`config.mk`:
```
export PLATFORM = sky130hd
export DESIGN_NAME = intc_arbiter
export DESIGN_NICKNAME = d
export VERILOG_FILES = /design/src/rtl/intc_pkg.sv /design/src/rtl/intc_prio_map.sv /design/src/rtl/intc_pending.sv /design/src/rtl/intc_select.sv /design/src/rtl/intc_svc_stack.sv /design/src/rtl/intc_arbiter.sv
export SDC_FILE = /design/constraint.sdc
export NUM_CORES = 1
export LEC_CHECK = 0
export ABC_CLOCK_PERIOD_IN_PS = 35000
export BUFFER_PORTS_ARGS = -buffer_cell sky130_fd_sc_hd__buf_2
export CAP_MARGIN = 20
export CORE_MARGIN = 4
export CORE_UTILIZATION = 55
export DETAILED_ROUTE_END_ITERATION = 6
export MAX_ROUTING_LAYER = met4
export PLACE_DENSITY = 0.7
export SLEW_MARGIN = 30
export SYNTH_ARGS = -nofsm -noshare
export SYNTH_HDL_FRONTEND = slang
export SYNTH_HIERARCHICAL = 1
export SYNTH_SLANG_ARGS = --single-unit
```
`constraint.sdc`:
```
create_clock -name clk -period 35 [get_ports clk]
set_input_delay 7 -clock clk [delete_from_list [all_inputs] [get_ports clk]]
set_output_delay 7 -clock clk [all_outputs]
set_load 0.01 [all_outputs]
```
`src/rtl/intc_pkg.sv`:
```
package intc_pkg;
    localparam int NSRC      = 8;
    localparam int CODE_W    = $clog2(NSRC);
    localparam int NID       = NSRC + 2;
    localparam int ID_W      = $clog2(NID);
    localparam int NMI_ID    = NSRC;
    localparam int TRAP_ID   = NSRC + 1;
    localparam int RANK_W    = $clog2(NID + 1);
    localparam int RANK_NONE = NID;
    localparam int MAP_W     = NSRC * CODE_W;
    localparam int DEPTH_W   = $clog2(NID + 1);

    typedef logic [ID_W-1:0]   id_t;
    typedef logic [RANK_W-1:0] rank_t;
    typedef logic [CODE_W-1:0] code_t;

    typedef struct packed {
        logic  valid;
        id_t   id;
        rank_t rank;
    } cand_t;

    typedef struct packed {
        id_t   id;
        rank_t rank;
    } svc_ent_t;

    function automatic logic [MAP_W-1:0] default_map();
        logic [MAP_W-1:0] m;
        m = '0;
        for (int s = 0; s < NSRC; s++) begin
            m[s*CODE_W +: CODE_W] = code_t'(s);
        end
        return m;
    endfunction

    function automatic logic [NID-1:0] id_onehot(id_t id);
        return NID'(1) << id;
    endfunction
endpackage

```
`src/rtl/intc_prio_map.sv`:
```
module intc_prio_map
    import intc_pkg::*;
(
    input  logic                         clk,
    input  logic                         rst,
    input  logic                         wr_en,
    input  logic [MAP_W-1:0]             wdata,
    output logic [MAP_W-1:0]             map_q,
    output logic [NSRC-1:0][CODE_W-1:0]  lvl_o,
    output logic [NSRC-1:0]              lvl_ok_o
);
    always_ff @(posedge clk) begin
        if (rst)        map_q <= default_map();
        else if (wr_en) map_q <= wdata;
    end

    // Descending scan: the lowest slot holding a code is the last match.
    always_comb begin
        for (int c = 0; c < NSRC; c++) begin
            lvl_o[c]    = '0;
            lvl_ok_o[c] = 1'b0;
            for (int s = NSRC - 1; s >= 0; s--) begin
                if (map_q[s*CODE_W +: CODE_W] == code_t'(c)) begin
                    lvl_o[c]    = code_t'(s);
                    lvl_ok_o[c] = 1'b1;
                end
            end
        end
    end
endmodule

```
`src/rtl/intc_pending.sv`:
```
module intc_pending
    import intc_pkg::*;
(
    input  logic            clk,
    input  logic            rst,
    input  logic [NID-1:0]  set_i,
    input  logic [NID-1:0]  clr_i,
    input  logic            mask_we,
    input  logic [NSRC-1:0] mask_wdata,
    output logic [NID-1:0]  pend_o,
    output logic [NSRC-1:0] mask_o
);
    always_ff @(posedge clk) begin
        if (rst) begin
            pend_o <= '0;
            mask_o <= '0;
        end else begin
            // New requests win over clears in the same cycle.
            pend_o <= (pend_o & ~clr_i) | set_i;
            if (mask_we) mask_o <= mask_wdata;
        end
    end
endmodule

```
`src/rtl/intc_select.sv`:
```
module intc_select
    import intc_pkg::*;
(
    input  logic [NID-1:0]              pend,
    input  logic [NSRC-1:0]             mask,
    input  logic                        glob_en,
    input  logic [NSRC-1:0][CODE_W-1:0] lvl,
    input  logic [NSRC-1:0]             lvl_ok,
    output cand_t                       win_o
);
    logic [NSRC-1:0] elig;
    rank_t           src_rank [NSRC];

    generate
        for (genvar c = 0; c < NSRC; c++) begin : g_src
            assign elig[c]     = pend[c] & mask[c] & glob_en & lvl_ok[c];
            assign src_rank[c] = rank_t'(lvl[c]) + rank_t'(2);
        end
    endgenerate

    always_comb begin
        win_o.valid = 1'b0;
        win_o.id    = '0;
        win_o.rank  = rank_t'(RANK_NONE);
        for (int c = 0; c < NSRC; c++) begin
            if (elig[c] && (src_rank[c] < win_o.rank)) begin
                win_o.valid = 1'b1;
                win_o.id    = id_t'(c);
                win_o.rank  = src_rank[c];
            end
        end
        if (pend[NMI_ID] && glob_en) begin
            win_o.valid = 1'b1;
            win_o.id    = id_t'(NMI_ID);
            win_o.rank  = rank_t'(1);
        end
        if (pend[TRAP_ID]) begin
            win_o.valid = 1'b1;
            win_o.id    = id_t'(TRAP_ID);
            win_o.rank  = rank_t'(0);
        end
    end
endmodule

```
`src/rtl/intc_svc_stack.sv`:
```
module intc_svc_stack
    import intc_pkg::*;
(
    input  logic               clk,
    input  logic               rst,
    input  logic               push,
    input  logic               pop,
    input  svc_ent_t           push_ent,
    output svc_ent_t           top_o,
    output logic [DEPTH_W-1:0] cnt_o,
    output logic [NID-1:0]     svc_mask_o
);
    svc_ent_t stk_q [NID];

    always_ff @(posedge clk) begin
        if (rst) begin
            cnt_o <= '0;
            for (int i = 0; i < NID; i++) stk_q[i] <= '0;
        end else if (pop && cnt_o != '0) begin
            cnt_o <= cnt_o - 1'b1;
        end else if (push && cnt_o < DEPTH_W'(NID)) begin
            stk_q[cnt_o] <= push_ent;
            cnt_o        <= cnt_o + 1'b1;
        end
    end

    always_comb begin
        if (cnt_o == '0) begin
            top_o.id   = '0;
            top_o.rank = rank_t'(RANK_NONE);
        end else begin
            top_o = stk_q[cnt_o - 1'b1];
        end
    end

    always_comb begin
        svc_mask_o = '0;
        for (int i = 0; i < NID; i++) begin
            if (DEPTH_W'(i) < cnt_o) svc_mask_o = svc_mask_o | id_onehot(stk_q[i].id);
        end
    end
endmodule

```
`src/rtl/intc_arbiter.sv`:
```
module intc_arbiter
    import intc_pkg::*;
#(
    parameter int VEC_W    = 8,
    parameter int VEC_BASE = 3,
    parameter int VEC_STEP = 2,
    parameter int NMI_VEC  = 29,
    parameter int TRAP_VEC = 31
) (
    input  logic              clk,
    input  logic              rst,
    input  logic [NSRC-1:0]   src_req,
    input  logic              nmi_req,
    input  logic              trap_req,
    input  logic              glob_en,
    input  logic              mask_we,
    input  logic [NSRC-1:0]   mask_wdata,
    input  logic              prio_we,
    input  logic [MAP_W-1:0]  prio_wdata,
    input  logic              clr_valid,
    input  logic [CODE_W-1:0] clr_code,
    input  logic              ack,
    input  logic              ret,
    output logic              irq,
    output logic [ID_W-1:0]   irq_code,
    output logic [VEC_W-1:0]  irq_vec,
    output logic              in_service
);
    logic [MAP_W-1:0]             map_q;
    logic [NSRC-1:0][CODE_W-1:0]  lvl;
    logic [NSRC-1:0]              lvl_ok;
    logic [NID-1:0]               pend_q;
    logic [NSRC-1:0]              mask_q;
    logic [NID-1:0]               svc_mask;
    logic [DEPTH_W-1:0]           stk_cnt;
    svc_ent_t                     top_ent;
    id_t                          top_id;
    cand_t                        win;
    logic                         do_push, do_pop, prio_ok, clr_ok;
    logic [NID-1:0]               clr_bits, req_bits;
    svc_ent_t                     push_ent;

    assign req_bits = {trap_req, nmi_req, src_req};
    assign in_service = (stk_cnt != '0);
    assign top_id     = top_ent.id;
    assign prio_ok    = prio_we & ~glob_en & ~in_service;

    intc_prio_map u_map (
        .clk(clk), .rst(rst), .wr_en(prio_ok), .wdata(prio_wdata),
        .map_q(map_q), .lvl_o(lvl), .lvl_ok_o(lvl_ok)
    );

    intc_select u_sel (
        .pend(pend_q), .mask(mask_q), .glob_en(glob_en),
        .lvl(lvl), .lvl_ok(lvl_ok), .win_o(win)
    );

    assign irq     = win.valid && (win.rank < top_ent.rank);
    assign do_pop  = ret && in_service;
    assign do_push = ack && irq && !do_pop;
    assign clr_ok  = clr_valid && !svc_mask[clr_code];

    always_comb begin
        clr_bits = '0;
        if (do_push) clr_bits = clr_bits | id_onehot(win.id);
        if (clr_ok)  clr_bits = clr_bits | id_onehot(id_t'(clr_code));
    end

    intc_pending u_pend (
        .clk(clk), .rst(rst), .set_i(req_bits), .clr_i(clr_bits),
        .mask_we(mask_we), .mask_wdata(mask_wdata),
        .pend_o(pend_q), .mask_o(mask_q)
    );

    assign push_ent.id   = win.id;
    assign push_ent.rank = win.rank;

    intc_svc_stack u_stk (
        .clk(clk), .rst(rst), .push(do_push), .pop(do_pop), .push_ent(push_ent),
        .top_o(top_ent), .cnt_o(stk_cnt), .svc_mask_o(svc_mask)
    );

    always_comb begin
        irq_code = '0;
        irq_vec  = '0;
        if (irq) begin
            irq_code = win.id;
            if (win.id == id_t'(TRAP_ID))     irq_vec = VEC_W'(TRAP_VEC);
            else if (win.id == id_t'(NMI_ID)) irq_vec = VEC_W'(NMI_VEC);
            else irq_vec = VEC_W'(VEC_BASE + VEC_STEP * int'(win.id));
        end
    end
endmodule

```
* Word-level counts from Yosys, hierarchy flattened *
Memory sizes are Yosys's and may differ from the RTL's.
Index checks and enable logic that the tools add are counted.

storage, ports and cells
  bits in registers = 46
  bits in writable memories = 80
  input port bits = 53
  output and inout port bits = 14
  word-level logic and storage cells = 346
  memories = 1

memories
  name         depth  width  read ports  clocked after memory_dff  wr ports  RTL line              source
  u_stk.stk_q  10     8      11          0                         10        intc_svc_stack.sv:13  svc_ent_t stk_q [NID];

cells by class
  $add $sub $neg = 11
  magnitude comparators = 21
  equal/unequal tests = 58
  shift operators = 12
  multiplexer cells = 168
  bitwise gates (word level) = 41
  reduce and logical (&&, ||, !) cells = 30

operators with widths
  operator                                                                      count
  3-bit 2-to-1 mux                                                              64
  3-bit == test (second input constant)                                         32
  9-bit 2-to-1 mux                                                              10
  8-bit 2-to-1 mux                                                              11
  1-bit by 4-bit << shifter with 8-bit output (first input constant)            10
  1-bit 2-to-1 mux                                                              72
  8-bit OR                                                                      9
  3-bit by 2-bit == test with 1-bit output (second input constant)              16
  3-bit by 2-bit adder with 4-bit output (second input constant)                8
  4-bit less-than comparator                                                    8
  1-bit AND                                                                     26
  3-bit by 1-bit == test with 1-bit output (second input constant)              8
  3-bit logical NOT                                                             8
  10-bit 2-to-1 mux                                                             2
  4-bit 2-to-1 mux                                                              5
  10-bit OR                                                                     2
  6-bit 2-to-1 mux                                                              3
  1-bit logical AND                                                             16
  3-bit by 4-bit less-than comparator with 1-bit output (first input constant)  4
  10-bit AND                                                                    1
  10-bit NOT                                                                    1
  1-bit by 3-bit << shifter with 10-bit output (first input constant)           1
  1-bit by 4-bit << shifter with 10-bit output (first input constant)           1
  4-bit == test (second input constant)                                         2
  other kinds (15)                                                              21

* Depth between registers and ports, before layout *
Gate-level depths: netlist of the first run.

  depth after elaboration = 47
  depth in mapped cells = 68

* By module *
Netlist of the first run, hierarchy kept.

by module, submodules not included
  module          instances  cells an instance  area each (µm²)  sequential area each (µm²)
  intc_svc_stack  1          618                6906.6           3923.8
  intc_prio_map   1          277                1991.9           480.5
  intc_select     1          231                1691.6           0.0
  intc_pending    1          67                 658.1            360.3
  intc_arbiter    1          87                 564.3            0.0

* Worst setup path after synthesis of the first run *
No wires, ideal clock.

  kind = input -> output
  start point = input glob_en
  end point = output irq_vec[0]
  arrival time = 17969 ps
  required time = 28000 ps
  slack = 10031 ps
  stages on the path = 56
  cell sequence = buf_6 nand4_2 nor3_2 and2_1 inv_2 ha_1 nand2_1 a311o_2 o211ai_4 nor2_1 a21oi_1 inv_1 ha_1 or2_2 clkbuf_1 nor2_1 a21oi_2 mux2i_1 (+20 left out) a211o_1 a31oi_1 o31ai_4 mux2_2 ha_1 nand2_1 nand3_1 nor3_1 nand2_1 or2_1 buf_4 mux2i_1 ha_1 o211ai_1 o211ai_1 clkbuf_1 inv_1 buf_4

RTL lines
  item         RTL line            source
  from (decl)  intc_arbiter.sv:15  input logic glob_en,
  to (decl)    intc_arbiter.sv:26  output logic [VEC_W-1:0] irq_vec,

==> results of run 1 <==
-- power breakdown --
part / switching (mW) / total [mW] / internal [mW]
combinational: 0.122 / 0.195 / 0.0727
clock: 0.0830 / 0.178 / 0.0951
sequential: 0.0152 / 0.217 / 0.202
total: 0.220 / 0.591 / 0.370
-- layout by cell type, fill, tap and decap left out, types with 8 or more instances in the layout --
master	instances
a21oi_1	45
buf_2	64
inv_1	61
nand4_1	28
o21ai_0	35
clkbuf_16	17
ha_1	34
a31oi_1	13
or3_1	10
nor2_1	158
dfxtp_1	45
nand2b_1	38
o21ai_1	8
mux4_2	8
o22ai_1	11
conb_1	26
and2_1	15
nor2b_1	24
nor3_1	31
nand2_1	108
edfxtp_1	104
nor3b_1	29
and3_1	11
nor4_1	8
mux2i_1	41
a21o_1	10
nand3_1	55
a22oi_1	8
nand3b_1	18
-- layout make-up --
type | count | area [µm²]
inverters | 64 | 243
clock inverters | 15 | 155
repair buffers | 69 | 358
multi-input cells | 921 | 5900
well taps | 234 | 293
clock buffers | 17 | 425
flip-flops and latches | 150 | 4050
fillers | 1612 | 7280
-- tightest hold or removal path: stages, from the launching register on --
cell      delay (ps)
dfxtp_1          310
nand2b_1          60
a21oi_1           60
-- path summary, 6_finish.rpt --
path	start	end	slack [ps]	depth (start not counted)
worst max-delay path	glob_en	irq_vec[3]	8560	53
worst min-delay path	u_pend/pend_o[7]	u_pend/pend_o[7]	480	2
worst max register to register	u_map/map_q[23]	u_stk/stk_q[2][4]	18470	61
worst min register to register	u_pend/pend_o[7]	u_pend/pend_o[7]	480	2
-- flip-flops by register name, indices dropped and copies added, names as in the netlist --
name	count
u_stk/stk_q	104
u_pend/mask_o	8
u_pend/pend_o	10
u_map/map_q	24
u_stk/cnt_o	4
-- layer usage --
layer | global-route usage [%] | vias to the layer above
met5 | - | -
met4 | 7.98 | 0
met3 | 4.17 | 42
met2 | 35.6 | 384
met1 | 38.8 | 4184
li1 | - | 4355
==> metrics.md, run 1 <==
| Metric | Value |
|---|---|
| Run status | finished clean |
| Final instance area | 11400 µm² |
| Max FO, Critical Path | 11 |
| Worst Path Buf+Inv | 7 |
| Wl on met1 | 13400 µm |
| Row Count | 50 |
| Max_slew headroom | 36.7% |
| PostCTS Resize Cnt | 0 |
| Placed Cells | 1438 |
| Die Y | 146 µm |
| Worst slack, placed | 8850 ps |
| Postcts setup bufs | 0 |
| Clock Sinks | 150 |
| Slew Viols, Final | 0 |
| Final Non-Filler Cells | 1470 |
| Leak pwr | 4.57 nW |
| Largest net degree at the start of global routing | 51 |
| CTS H-tree lvls | 4 |
| Core Util, Final | 61.1% |
| Mapped Avg Cell Area | 8.91 µm² |
| FMAX | 37.8 MHz |
| Clock buffer depth | 2 |
| # nets final | 1310 |
| Hold slack | 476 ps |
| Worst setup SP type | primary input |
| Port Buf Inserts | 64 |
| Dpl hpwl | 20500 µm |
| Syn Inst Count | 1171 |
| DRC violations left | 0 |
| # diodes | 0 |
| Chip Width | 146 µm |
| Post-route ant nets | 0 |
| Yosys warning count | 6 |
| Crit share post-route | 75.5% |
| DRT Wirelength | 27400 µm |
| Top Ports | 67 |
| Root Buffer | clkbuf_16 |
| Max Cap Viol | 0 |
| Routability cong. | 0.951 |
| Post-route minimum period | 26440 ps |
| CTS tree | built |
| Share of layout cells above drive strength 1 | 13.6% |
| Number of global-route vias before repair | 8307 |
| WP data required | 28000 ps |
| Clock transition at path regs | 70 ps |
| Iteration-0 DRC count of the detailed router | 806 |
| Synth Cell Area | 10400 µm² |
| Crit path kind | in2out |
| Core Box Area | 18700 µm² |
| Family with the most delay on the worst path | simple AND/OR/NAND/NOR gates |
| Hold Buf Count CTS | 0 |
| Critical Path AT | 19440 ps |
| Synth-to-Final Area Change | 9.51% |
| CTS Buf Count | 17 |
| Area post-placement | 10800 µm² |
| Met2 WL | 11500 µm |
| Starting Density | 55.8% |
| Slowest stage delay, CP | 550 ps |
| Worst IR Drop VDD | 0.0458 mV |
| HP Class | reg2reg |
| Final setup viols | 0 |
| Endpoint class of the critical path | output port |
| Cell Pwr Density | 51.7 nW/µm² |
| Total power draw | 591 µW |
| Setup_tns | 0 ps |
| Slowest stage cell, crit path | a31oi_1 |
| Gr usage total | 25.8% |
| Critical path's most frequent cell | ha_1 |
| Hold Fails Final Rpt | 0 |
| Antenna violations before repair | 0 |
| Final WS setup | 8560 ps |
| Worst clock skew | 14.4 ps |
| DR pass1 iterations | 6 |
| Detailed-route via count | 8965 |
| Unrepaired setup endpoints after global routing | false |
| Gr ovfl total | 0 |
| Worst Tran Pin Value | 949 ps |
| Global-route wire length before repair | 43400 µm |
| Top sig layer | met4 |
| Full die area | 21200 µm² |
| Drt via density | 6.10 |
| Skew-Pair Late Insertion Delay | 420 ps |
| Wire per inst | 18.6 µm |
| Metal3 WL | 2020 µm |
Power figures use the tool's default switching activity.
==> inputs of run 2 (changes only) <==
Settings changed: ABC_CLOCK_PERIOD_IN_PS 35000 to 25600.
Clock period 35 ns to 25.6 ns, I/O delays scaled along.
==> run 2 against run 1 <==
Net effect:
- critical path depth did not move
- die area did not move
- clock power rose by 51%
- sequential power rose by 37%
- clock-buffer cell count rose by 2
- first-iteration DRC count fell by 5.2%
- via count fell by 0.30%
- wire length barely moved
- clock skew rose by 1.0 ps
- core utilization rose by 0.28 points
- sequential cell count did not move
- total power rose by 41%
- critical path type unchanged
- largest cell class unchanged
- highest routed layer unchanged
==> metrics.md, run 2 (same netlist as run 1, synthesis figures left out) <==
| Metric | Value |
|---|---|
| HP Class | reg2reg (unchanged) |
| Die Y | 146 µm (unchanged) |
| Iteration-0 DRC count of the detailed router | 764 (was 806) |
| Clock transition at path regs | 70 ps (about the same) |
| Hold slack | 473 ps (was 476 ps) |
| Max FO, Critical Path | 11 (unchanged) |
| Chip Width | 146 µm (unchanged) |
| Regs by FF count | u_stk/stk_q x104, u_map/map_q x24, u_pend/pend_o x10 (unchanged) |
| DRC violations left | 0 (unchanged) |
| Worst IR Drop VDD | 0.0594 mV (was 0.0458 mV) |
| Detailed-route via count | 8938 (was 8965) |
| Share of layout cells above drive strength 1 | 13.3% (was 13.6%) |
| Worst setup SP type | primary input (unchanged) |
| # diodes | 0 (unchanged) |
| Endpoint class of the critical path | output port (unchanged) |
| Port Buf Inserts | 64 (unchanged) |
| Crit share post-route | 88.8% |
| Largest net degree at the start of global routing | 51 (unchanged) |
| Global-route wire length before repair | 43200 µm (was 43400 µm) |
| Setup_tns | 0 ps (unchanged) |
| Slew Viols, Final | 0 (unchanged) |
| Commonest cells after routing, fill and taps aside | 158 x nor2_1, 108 x nand2_1, 104 x edfxtp_1, 64 x buf_2, 61 x inv_1 (unchanged) |
| Skew-Pair Late Insertion Delay | 430 ps (was 420 ps) |
| Gr usage total | 26.0% (was 25.8%) |
| Largest register by flop count | u_stk/stk_q (unchanged) |
| Max Cap Viol | 0 (unchanged) |
| Final instance area | 11500 µm² (was 11400 µm²) |
| Cell Pwr Density | 72.5 nW/µm² (was 51.7 nW/µm²) |
| DR pass1 iterations | 6 (unchanged) |
| Critical path's most frequent cell | ha_1 (unchanged) |
| PostCTS Resize Cnt | 0 (unchanged) |
| CTS Buf Count | 17 (unchanged) |
| Slowest stage cell, crit path | a31oi_1 (unchanged) |
| FMAX | 44.0 MHz |
| Post-route ant nets | 0 (unchanged) |
| CTS H-tree lvls | 4 (unchanged) |
| Core Box Area | 18700 µm² (unchanged) |
| Run status | finished clean (unchanged) |
| Top Ports | 67 (unchanged) |
| Worst Path Buf+Inv | 7 (unchanged) |
| WP data required | 20480 ps (was 28000 ps) |
| Postcts setup bufs | 0 (unchanged) |
| Dpl hpwl | 20600 µm (was 20500 µm) |
| Slowest stage delay, CP | 590 ps (was 550 ps) |
| Number of global-route vias before repair | 8189 (was 8307) |
| Drt via density | 6.08 (was 6.10) |
| Post-route minimum period | 22720 ps |
| Worst clock skew | 15.4 ps (was 14.4 ps) |
| Hold Buf Count CTS | 0 (unchanged) |
| Gr ovfl total | 0 (unchanged) |
| Unrepaired setup endpoints after global routing | false (unchanged) |
| Crit path kind | in2out (unchanged) |
| Clock Sinks | 150 (unchanged) |
| Family with the most delay on the worst path | simple AND/OR/NAND/NOR gates (unchanged) |
| Largest register FFs | 104 (unchanged) |
| # nets final | 1310 (unchanged) |
| Worst Tran Pin Value | 912 ps (was 949 ps) |
| Max_slew headroom | 38.7% (was 36.7%) |
| Synth-to-Final Area Change | 10.0% (was 9.51%) |
| Starting Density | 55.8% (unchanged) |
| Wire per inst | 18.6 µm (about the same) |
| Clock buffer depth | 2 (unchanged) |
| Row Count | 50 (unchanged) |
| Antenna violations before repair | 0 (unchanged) |
| Hold Fails Final Rpt | 0 (unchanged) |
| Core Util, Final | 61.4% (was 61.1%) |
| Area post-placement | 10800 µm² (unchanged) |
| Root Buffer | clkbuf_16 (unchanged) |
| Full die area | 21200 µm² (unchanged) |
| Most common cell after layout, fill and taps aside | nor2_1 (unchanged) |
| Final setup viols | 0 (unchanged) |
| Routability cong. | 0.931 (was 0.951) |
| CTS tree | built (unchanged) |
| Leak pwr | 4.59 nW (was 4.57 nW) |
| Critical Path AT | 17600 ps (was 19440 ps) |
| DRT Wirelength | 27300 µm (was 27400 µm) |
[run 2: cell types whose count changed in the layout (fill, tap and decap cells not counted), sizes merged]
cell,previous run,this run
clkinv,5,4
inv,72,68
bufinv,0,4
clkbuf,17,19
clkinvlp,2,1
[run 2: per-stage QoR]
step	cells	power, mW	setup WS [ps]
floorplan	1195	0.500	4390
finish	1470	0.832	2880
detailed placement	1438	0.563	3160
global placement	1438	0.562	3470
global route	1470	0.876	2080
CTS	1470	0.832	3130
[run 2: cell type report]
class | count | area [µm²]
multi-input cells | 921 | 5910
inverters | 64 | 243
clock buffers | 19 | 433
clock inverters | 13 | 193
flip-flops and latches | 150 | 4050
fillers | 1638 | 7230
repair buffers | 69 | 358
well taps | 234 | 293
[run 2: worst min-delay path, stage by stage, from the launching register on]
cell and delay (ps):
dfxtp_1 310, nand2b_1 60, a21oi_1 60
[run 2: final timing paths]
path                                       start                 to  slack [ps]  depth (start not counted)
worst max-delay path                     glob_en         irq_vec[3]        2880                         53
worst max register to register   u_map/map_q[23]  u_stk/stk_q[6][0]        9240                         61
worst min-delay path            u_pend/pend_o[7]   u_pend/pend_o[7]         470                          2
worst min register to register  u_pend/pend_o[7]   u_pend/pend_o[7]         470                          2
[run 2: power by group]
part           switching, mW  internal [mW]
clock                  0.103          0.165
combinational          0.167         0.0997
sequential            0.0208          0.277
[run 2: per-layer routing]
layer  up-vias  GRT usage (%)  routed length [µm]
li1       4363              -                   -
met1      4181           39.1               13400
met2       361           35.6               11500
met3        33           4.98                2090
met4         0           7.36                 398
met5         -              -                   0
==> inputs of run 3 (changes only) <==
Settings changed: ABC_CLOCK_PERIOD_IN_PS 25600 to 18700, PLACE_DENSITY 0.7 to 0.73, SYNTH_HIERARCHICAL 1 to unset.
Clock period 25.6 ns to 18.7 ns, I/O delays scaled along.
==> run 3 against run 2 <==
Net effect:
- sequential cell count did not move
- via count rose by 7.6%
- hold slack improved by 35 ps
- critical path depth rose by 12
- critical endpoint is now irq_vec[1]
- synthesized area fell by 2.8%
- die area fell by 2.6%
- sequential power rose by 51%
- global-route usage rose by 3.9 points
- total power rose by 81%
==> metrics.md, run 3 <==
| Metric | Value |
|---|---|
| Post-route ant nets | 0 (unchanged) |
| DR pass1 iterations | 6 (unchanged) |
| Run status | finished clean (unchanged) |
| Gr ovfl total | 0 (unchanged) |
| Met2 Usage GRT | 43.4% (was 35.6%) |
| Share of layout cells above drive strength 1 | 23.6% (was 13.3%) |
| Worst IR Drop VDD | 0.121 mV (was 0.0594 mV) |
| Yosys reg bits | 150 |
| Core Box Area | 18000 µm² (was 18700 µm²) |
| Max FO, Critical Path | 8 (was 11) |
| Die Y | 144 µm (was 146 µm) |
| Chip Width | 144 µm (was 146 µm) |
| Yosys warning count | 0 (was 6) |
| Antenna violations before repair | 0 (unchanged) |
| Synth Cell Area | 10100 µm² (was 10400 µm²) |
| Reg2Reg Launch Point | u_map.map_q[5] (was u_map/map_q[23]) |
| Reg2reg end | u_stk.stk_q[8][5] (was u_stk/stk_q[6][0]) |
| Skew-Pair Late Insertion Delay | 440 ps (was 430 ps) |
| Slew Viols, Final | 0 (unchanged) |
| CTS Buf Count | 17 (unchanged) |
| Clock Sinks | 150 (unchanged) |
| Endpoint class of the critical path | output port (unchanged) |
| Iteration-0 DRC count of the detailed router | 1192 (was 764) |
| Crit path kind | in2out (unchanged) |
| Reg2Reg Depth | 72 (was 61) |
| Post-synthesis async set-or-reset flop share | 0% |
| Clock buffer depth | 2 (unchanged) |
| Top Ports | 67 (unchanged) |
| Cell Pwr Density | 123 nW/µm² (was 72.5 nW/µm²) |
| Gr usage total | 29.8% (was 26.0%) |
| Synth-to-Final Area Change | 21.2% (was 10.0%) |
| Crit path launch | glob_en (unchanged) |
| FMAX | 54.2 MHz |
| Synth top area cells | edfxtp_1 31%, dfxtp_1 9.1%, nor2_1 5.7% |
| Dpl hpwl | 22100 µm (was 20600 µm) |
| DRT Wirelength | 30700 µm (was 27300 µm) |
| Syn Inst Count | 1140 (was 1171) |
| Worst Tran Pin Value | 908 ps (was 912 ps) |
| Largest net degree at the start of global routing | 40 (was 51) |
| Final setup viols | 0 (unchanged) |
| Number of global-route vias before repair | 8673 (was 8189) |
| Post-synth EDFFs | 104 |
| Final WS setup | 237 ps (was 2880 ps) |
| Full die area | 20700 µm² (was 21200 µm²) |
| Critical path's most frequent cell | buf_4 (was ha_1) |
| Crit share post-route | 98.7% |
| Max Cap Viol | 0 (unchanged) |
| Multi-input gate area | 6180 µm² (was 5910 µm²) |
| Max_slew headroom | 38.9% (was 38.7%) |
| Global-route wire length before repair | 46700 µm (was 43200 µm) |
| WP data required | 14960 ps (was 20480 ps) |
| # fillers | 1473 (was 1638) |
| Worst slack, placed | -487 ps (was 3160 ps) |
| GR Util met1 | 43.6% (was 39.1%) |
| Drt via density | 6.37 (was 6.08) |
| Hold Buf Count CTS | 0 (unchanged) |
| # nets final | 1354 (was 1310) |
| Register area share after synthesis | 39.9% |
| Leak pwr | 4.80 nW (was 4.59 nW) |
| Flop2flop setup slack | 3930 ps (was 9240 ps) |
| Critical Path AT | 14720 ps (was 17600 ps) |
| Row Count | 49 (was 50) |
| Slowest stage cell, crit path | a211o_4 (was a31oi_1) |
| Root Buffer | clkbuf_16 (unchanged) |
| Post-synth top area cell | edfxtp_1 |
| Register area | 4040 µm² (was 4050 µm²) |
| Largest register FFs | 104 (unchanged) |
| Routability cong. | 0.984 (was 0.931) |
| Wire per inst | 20.3 µm (was 18.6 µm) |
| Mapped Avg Cell Area | 8.90 µm² (was 8.91 µm²) |
| CTS H-tree lvls | 4 (unchanged) |
| Endpoint, Worst Hold | u_pend.mask_o[2] (was u_pend/pend_o[7]) |
| Port Buf Inserts | 63 (was 64) |
| # diodes | 0 (unchanged) |
| Starting Density | 56.3% (was 55.8%) |
| Commonest cells after routing, fill and taps aside | 152 x nor2_1, 135 x nand2_1, 104 x edfxtp_1, 85 x buf_4, 63 x buf_2 (was 158 x nor2_1, 108 x nand2_1, 104 x edfxtp_1, 64 x buf_2, 61 x inv_1) |
| Most frequent cells after synthesis | 154 x nor2_1, 140 x nand2_1, 104 x edfxtp_1 |
| CTS tree | built (unchanged) |
| Hold Fails Final Rpt | 0 (unchanged) |
| Post-synth top area share | 30.8% |
| Detailed-route via count | 9621 (was 8938) |
| Cell with the most instances after synthesis | nor2_1 |
| Clock transition at path regs | 70 ps (about the same) |
| HP Class | reg2reg (unchanged) |
| Post-route minimum period | 18460 ps |
| DRC violations left | 0 (unchanged) |
| Total power draw | 1.51 mW (was 832 µW) |
| WHS Path Cells | 2 (unchanged) |
| Most common cell after layout, fill and taps aside | nor2_1 (unchanged) |
| Worst setup SP type | primary input (unchanged) |
| Largest register by flop count | u_stk.stk_q (was u_stk/stk_q) |
| Hold path start | u_pend.mask_o[2] (was u_pend/pend_o[7]) |
| Regs by FF count | u_stk.stk_q x104, u_map.map_q x24, u_pend.pend_o x10 (was u_stk/stk_q x104, u_map/map_q x24, u_pend/pend_o x10) |
| Worst clock skew | 21.7 ps (was 15.4 ps) |
| Slowest stage delay, CP | 370 ps (was 590 ps) |
| Cell variety after synth | 89 |
| Met3 Usage GRT | 4.69% (was 4.98%) |
| Main synth FF type | edfxtp_1 |
| Most Used Layer, Global Route | met1 (unchanged) |
==> run 3: cell count changes in the layout (fill, tap and decap cells not counted), sizes merged, moves of 11 or more <==
cell | before | now
buf | 69 | 150
a31oi | 14 | 25
nand3 | 58 | 47
nand2b | 38 | 12
nand2 | 108 | 140
mux4 | 8 | 19
nand4 | 29 | 12
nor3 | 34 | 52
o21ai | 43 | 29
mux2i | 42 | 14
==> run 3: critical path: cells and delay by family <==
| kind | cells | cell delay (ps) |
|---|---|---|
| compound gates | 27 | 4670 |
| simple gates | 13 | 1910 |
| buf+inv | 14 | 1610 |
| fa+ha+maj | 7 | 1500 |
| mux | 4 | 1270 |
==> run 3: cell type report <==
| cell class | count | area share, % |
|---|---|---|
| Clock buffer | 17 | 3.46 |
| Inverter | 50 | 1.55 |
| Clock inverter | 15 | 1.56 |
| Timing Repair Buffer | 150 | 7.94 |
| Multi-Input combinational cell | 900 | 50.3 |
| Tap cell | 229 | 2.33 |
| Sequential cell | 150 | 32.9 |
==> run 3: cell families after synthesis <==
kind of cell	synth area share, %
DFF	39.9
adders and majority gates	3.95
AOI/OAI and AO/OA	16.7
xor gates and xnor gates	0.259
buffers and inverters	4.69
muxes	6.41
and+or+nand+nor	28.0
other	0.0370
==> run 3: how the worst max path moves through the flow <==
stage	end	slack (ps)	depth (start not counted)
2_1_floorplan	irq_vec[1]	5	63
3_3_place_gp	irq_vec[2]	30	64
3_5_place_dp	irq_vec[2]	-490	64
4_1_cts	irq_vec[2]	10	64
5_1_grt	irq_vec[1]	-230	65
6_report	irq_vec[1]	240	65
==> run 3: timing repair <==
item,4_1_cts,5_1_grt
pin swaps,13,28
setup buffers,14,18
setup endpoints to repair,10,10
gates resized for setup,25,67
==> run 3: report_power, final <==
part           total, mW  internal (mW)  switching [mW]
sequential         0.447          0.392          0.0544
combinational      0.713          0.292           0.421
clock              0.350          0.183           0.167
==> run 3: per-layer routing <==
metal / up-vias / routed length [µm]
li1: 4463 / -
met3: 61 / 2740
met1: 4589 / 13600
met2: 508 / 13700
met5: - / 0
met4: 0 / 686
==> run 3: metrics by stage <==
stage,TNS [ps],utilization [%],cell area [µm²],cells,hold WS (ps)
after floorplan,0,-,10300,1166,451
final,0,68.2,12300,1511,509
after global placement,0,61.0,11000,1447,480
after detailed placement,-4610,61.0,11000,1447,486
after CTS,0,65.5,11800,1493,510
after global routing,-2080,68.2,12300,1511,523
